<file path="config.mk">
export PLATFORM = sky130hd
export DESIGN_NAME = ptp_time_counter
export DESIGN_NICKNAME = d
export VERILOG_FILES = /design/src/rtl/ptp_time_counter.sv
export SDC_FILE = /design/constraint.sdc
export NUM_CORES = 1
export LEC_CHECK = 0
export ABC_AREA = 1
export BUFFER_PORTS_ARGS = -buffer_cell sky130_fd_sc_hd__buf_2
export CORE_MARGIN = 2
export CORE_UTILIZATION = 55
export DETAILED_ROUTE_END_ITERATION = 10
export GPL_TIMING_DRIVEN = 0
export PLACE_DENSITY = 0.85
export SLEW_MARGIN = 10
export SYNTH_ARGS = -nofsm -noshare
export SYNTH_HDL_FRONTEND = slang
export SYNTH_SLANG_ARGS = --single-unit
</file>
<file path="constraint.sdc">
create_clock -name clk -period 6.67 [get_ports clk]
set_clock_uncertainty 0.15 [all_clocks]
set_input_delay 0.667 -clock clk [delete_from_list [all_inputs] [get_ports clk]]
set_output_delay 0.667 -clock clk [all_outputs]
set_load 0.02 [all_outputs]
</file>
<file path="src/rtl/ptp_time_counter.sv">
module ptp_time_counter #(
  parameter int ACC_W = 32,
  parameter int PER_W = 10
) (
  input  logic        clk,
  input  logic        rst_n,
  input  logic        wr_en,
  input  logic        rd_en,
  input  logic [2:0]  addr,
  input  logic [31:0] wdata,
  output logic [31:0] rdata,
  output logic [63:0] time_ns
);
  localparam logic [2:0] A_CTRL = 3'd0;
  localparam logic [2:0] A_ADD  = 3'd1;
  localparam logic [2:0] A_ACC  = 3'd2;
  localparam logic [2:0] A_LO   = 3'd3;
  localparam logic [2:0] A_HI   = 3'd4;
  localparam int PER_LSB = 16;

  logic [PER_W-1:0] per;
  logic             byp, en;
  logic [1:0]       src;
  logic [ACC_W-1:0] addend, acc;
  logic [63:0]      cnt;
  logic [31:0]      stage_lo, shadow_hi;

  wire wr_ctrl = wr_en && (addr == A_CTRL);
  wire wr_add  = wr_en && (addr == A_ADD);
  wire wr_lo   = wr_en && (addr == A_LO);
  wire wr_hi   = wr_en && (addr == A_HI);
  wire srst    = wr_ctrl && wdata[5];

  wire [ACC_W:0] acc_sum = {1'b0, acc} + {1'b0, addend};
  wire           tick    = en && (byp || acc_sum[ACC_W]);

  always_ff @(posedge clk or negedge rst_n) begin
    if (!rst_n) begin
      per    <= '0;
      byp    <= 1'b0;
      en     <= 1'b0;
      src    <= '0;
      addend <= '0;
    end else begin
      if (wr_ctrl) begin
        per <= wdata[PER_LSB +: PER_W];
        byp <= wdata[3];
        en  <= wdata[2];
        src <= wdata[1:0];
      end
      if (wr_add) addend <= wdata[ACC_W-1:0];
    end
  end

  always_ff @(posedge clk or negedge rst_n) begin
    if (!rst_n) begin
      cnt       <= '0;
      acc       <= '0;
      stage_lo  <= '0;
      shadow_hi <= '0;
    end else if (srst) begin
      cnt       <= '0;
      acc       <= '0;
      stage_lo  <= '0;
      shadow_hi <= '0;
    end else begin
      if (en && !byp) acc <= acc_sum[ACC_W-1:0];
      if (wr_hi)      cnt <= {wdata, stage_lo};
      else if (tick)  cnt <= cnt + 64'(per);
      if (wr_lo)      stage_lo <= wdata;
      if (rd_en && addr == A_LO) shadow_hi <= cnt[63:32];
    end
  end

  always_comb begin
    rdata = '0;
    case (addr)
      A_CTRL: begin
        rdata[PER_LSB +: PER_W] = per;
        rdata[3:0] = {byp, en, src};
      end
      A_ADD: rdata = 32'(addend);
      A_ACC: rdata = 32'(acc);
      A_LO:  rdata = cnt[31:0];
      A_HI:  rdata = shadow_hi;
      default: rdata = '0;
    endcase
  end

  assign time_ns = cnt;

  AST_HOLD_DISABLED: assert property (@(posedge clk) disable iff (!rst_n)
    (!en && !wr_en) |=> ($stable(cnt) && $stable(acc)));
  AST_ACC_STEP: assert property (@(posedge clk) disable iff (!rst_n)
    (en && !byp && !wr_en) |=> (acc == ACC_W'($past(acc) + $past(addend))));
  AST_CNT_STEP: assert property (@(posedge clk) disable iff (!rst_n)
    (en && !byp && !wr_en) |=> ((cnt == $past(cnt)) || (cnt == $past(cnt) + 64'($past(per)))));
  AST_BYPASS_STEP: assert property (@(posedge clk) disable iff (!rst_n)
    (en && byp && !wr_en) |=> ((cnt == $past(cnt) + 64'($past(per))) && $stable(acc)));
  AST_HI_COMMIT: assert property (@(posedge clk) disable iff (!rst_n)
    wr_hi |=> (time_ns == {$past(wdata), $past(stage_lo)}));
  AST_SOFT_CLEAR: assert property (@(posedge clk) disable iff (!rst_n)
    srst |=> (cnt == '0 && acc == '0 && shadow_hi == '0 && stage_lo == '0));
endmodule

</file>
== Yosys cells after proc, flatten, opt, wreduce, memory -nomap -nowiden ==
Index checks and enable logic that the tools add are counted.
Operators by class
  add/subtract/negate cells: 2
  eq/ne operators: 4
  muxes and demuxes: 13
  reductions and logical operators: 15
Operator list (number)
  $mux W32: 6
  $mux W64: 3
  $add A64 B10 Y64: 1
  $pmux W10 S5: 1
  $pmux W12 S4: 1
  $add A32 B32 Y33: 1
  $pmux W6 S4: 1
  $pmux W4 S5: 1
  $logic_and A1 B1 Y1: 8
  $eq A3 B2 Y1 const B: 2
  $reduce_bool A2 Y1: 3
  $eq A3 B1 Y1 const B: 1
  $eq A3 B3 Y1 const B: 1
  $logic_not A3 Y1: 1
  $reduce_bool A3 Y1: 1
  $logic_not A1 Y1: 1
  $logic_or A1 B1 Y1: 1
Storage, ports and cells
  bits in registers: 206
  bits of input ports: 39
  output and inout bits: 96
  word-level logic and storage cells: 43

== Longest topological paths before layout ==
  word-level depth: 6
  depth in mapped cells: 18
  depth with buffers taken out: 17

== Least setup slack after synthesis ==
OpenSTA, ideal clock, no wires.
  kind: input-to-output
  start: in addr[1]
  end: out rdata[23]
  arrival: 1835 ps
  slack: 4018 ps
  stages on the path: 5
  path through: inv_1 nor3_4 inv_2 clkbuf_1 o21ai_0
Between the ends
  word-level cells in the longest chain between the ends: 2
  elaborated cells on any way between the ends: 6
Ends and longest elaborated chain
  from (decl): RTL line 9  | input logic [2:0] addr,
  $eq A3 B3 Y1, or another cell as far along: RTL line 77  | case (addr)
  $pmux W10 S5 (*): RTL line 77
  to (decl): RTL line 11  | output logic [31:0] rdata,
Mark *: on every way between the ends. The rest lies on a longest branch, timed or not.

== Worst setup path after layout ==
  start: in addr[1]
  end: out rdata[2]
Between the ends
  word-level cells in the longest chain between the ends: 2
  elaborated cells on any way between the ends: 6
Ends and longest elaborated chain (RTL line)
  $eq A3 B3 Y1, or another cell as far along: 77
  $pmux W4 S5 (*): 77
Marked as above.

==> results.txt <==
Status: finished clean
Max-cap check violation count: 0
H-tree depth: 1
Root buf cell: clkbuf_16
Vias: 16310
Inserted Clock Buffers: 23
Overall Global Routing Usage: 45.94%
CP Class: in2out
Netlist cell types: 44
Synth top area share: 36.83%
Final Cell Area: 0.01590 mm^2
Die X-Extent: 163.5 um
R2R Setup Slk: 3.52 ns
Slew HR: 45.43%
DP HPWL: 48730 um
Final Setup Violations: 0
Post-synth top flop: dfrtp_1
Total Wirelength: 61550 um
Setup crit end: rdata[2]
Grt total ovfl: 0
Mapped Nets: 2187
Dominant cells by area after synthesis: dfrtp_1 37%, nand2_1 18%, inv_1 7.9%, nand3_1 7.0%, o21ai_0 5.8%
Placer congestion estimate: 1.024
Async S/R FF share, synth: 100.0%
Die height: 163.5 um
I/O pin count: 135
Layout cell share with drive strength beyond 1: 9.684%
Worst-Margin Slew: 0.8186 ns
Arr. time, crit path: 3.16 ns
Largest net degree at the start of global routing: 110
Buffers added on ports: 134
Die area: 0.02674 mm^2
Depth of the worst register-to-register path: 11
Endpoint class of the critical path: output port
Nets@finish: 2348
Synth area leader: dfrtp_1
RSZ-0062 raised after global routing: false
DRT antenna net count: 0
CTS tree: yes
Num Clock Sinks: 206
Yosys reg bits: 206
Worst reg2reg startpoint: time_ns[0]
Average size of a mapped cell: 6.653 um^2
Reg-to-reg endpoint: time_ns[28]
Sequential cell area fraction in the yosys report: 36.83%
Yosys warns: 0
Max-slew violation count: 0
Post-CTS setup repair buffer count: 0
Final Hold Fails: 0
# rows: 58
Core area: 0.02511 mm^2
First-pass GRT wire length: 90500 um
Final Critical Period: 3.977 ns
Critical path launch point: addr[1]
Initial antenna violation count: 0
DR vias/cell: 6.241
Maximum clock rate: 251.4 MHz
Worst-path clk slew: 0.06 ns
Mapped Cells: 2104
Hold-fix buffers at CTS: 0
Pleak: 8.293 nW
CP max FO: 10
Setup_tns: 0 ns
Fin crit share: 59.63%
DRC: 0
CTS max path bufs: 3
Post-DP Area: 0.01515 mm^2
Worst vdd ir: 0.0002739 V
Startpoint Class: primary input
Post-Syn Area: 0.01400 mm^2
# resized after CTS: 0
Starting density of the core: 55.75%
PD cells: 388.2 mW/mm^2
Worst-skew pair later-pin latency: 0.53 ns
Area growth, synth to finish: 13.62%
Drt pass-1 iters: 7
Hold crit path type: in2async
Fillers: 2326
Required @ worst endpoint: 5.85 ns
Wire length per cell: 23.56 um
Post-synth EDFFs: 0
Drt initial violations: 2690
Vias in the first global route: 14940
-- synth_stat cells (all sizes together) (10+ instances only) --
master,instances
nand3,198
a21oi,62
nand3b,10
dfrtp,206
a221o,17
buf,31
ha,42
nor3,15
o22ai,73
o21ai,170
clkbuf,39
inv,301
nand4,29
nand2,685
nor2,164
-- metal layers --
metal	up-vias	wire [um]	global-route usage, %	share of wire, %
met5	-	0	0	0
met4	0	3583	22.37	5.8
met3	222	8753	13.48	14
met2	1296	24910	65.30	40
met1	7599	24310	63.91	39
li1	7191	-	-	-
-- cell type report --
class                           count  area (um^2)  area share (%)
Tap cell                          330        412.9           2.596
Inverter                          303         1137           7.151
Sequential cell                   206         5155           32.41
Clock inverter                      9        102.6          0.6451
Multi-Input combinational cell   1525         7398           46.52
Buffer                             70        306.5           1.927
Antenna cell                        1        2.502         0.01573
Clock buffer                       33        653.1           4.107
Timing Repair Buffer              136        735.7           4.626
-- critical path: stages --
cell and delay, ns:
buf_2 0.13, inv_1 0.09, nor3_1 0.51, clkbuf_1 0.60, clkbuf_1 0.57, nand2_1 0.18, o2111ai_1 0.18, buf_2 0.22
-- layout by cell type (no fill, tap or decap), types with 8 or more instances in the layout --
cell       Yosys  layout
a21oi_1       61      61
a221o_1       17      17
a221oi_1       8       8
buf_2         23     156
clkbuf_1      39      45
clkbuf_16      0      23
dfrtp_1      206     206
ha_1          42      42
inv_1        296     296
nand2_1      677     677
nand3_1      196     196
nand3b_1      10      10
nand4_1       29      29
nor2_1       161     161
nor3_1        13      13
o21ai_0      162     162
o21ai_1        8       8
o22ai_1       73      73
xnor2_1        8       8
-- where the power goes --
| group | switching, W | internal (W) | total (W) |
|---|---|---|---|
| Clock | 0.000564 | 0.000761 | 0.00132 |
| Combinational | 0.00183 | 0.000855 | 0.00269 |
| Sequential | 0.000538 | 0.00162 | 0.00216 |
| Total | 0.00294 | 0.00324 | 0.00617 |
-- worst min path at each step --
stage / depth (start not counted) / to / start
after detailed placement: 2 / src[0] / src[0]
after global placement: 2 / src[0] / src[0]
final: 2 / time_ns[51] / rst_n
after floorplan: 0 / acc[0] / rst_n
after CTS: 2 / time_ns[51] / rst_n
after global routing: 2 / time_ns[51] / rst_n
-- sequential cells by signal, summed over array words and instances, names as in the netlist --
signal     count
stage_lo      32
byp            1
per           10
time_ns       64
src            2
shadow_hi     32
addend        32
en             1
acc           32
-- metrics by stage --
step                instances  total power (W)  util [%]  worst slack, ns  hold slack (ns)
finish                   2613         0.006173     63.34            2.693          0.01254
global route             2612         0.006474     63.33            2.653          0.05583
floorplan                2104         0.003708         -            4.018           0.2214
CTS                      2612         0.006030     63.33            2.875          0.06905
global placement         2568         0.004656     60.06            1.176           0.3163
detailed placement       2570         0.004729     60.32            2.867           0.3312
-- logic make-up (layout without fill, tap and decap cells) --
group | Yosys count | after routing | share of synthesized area, %
xor+xnor | 14 | 14 | 0.8760
compound gates | 361 | 361 | 15.04
buf+inv | 373 | 551 | 10.32
fa+ha+maj | 44 | 44 | 4.040
other cells | 0 | 1 | 0
simple gates | 1106 | 1106 | 32.90
flops | 206 | 206 | 36.83
Power figures use the tool's default switching activity.
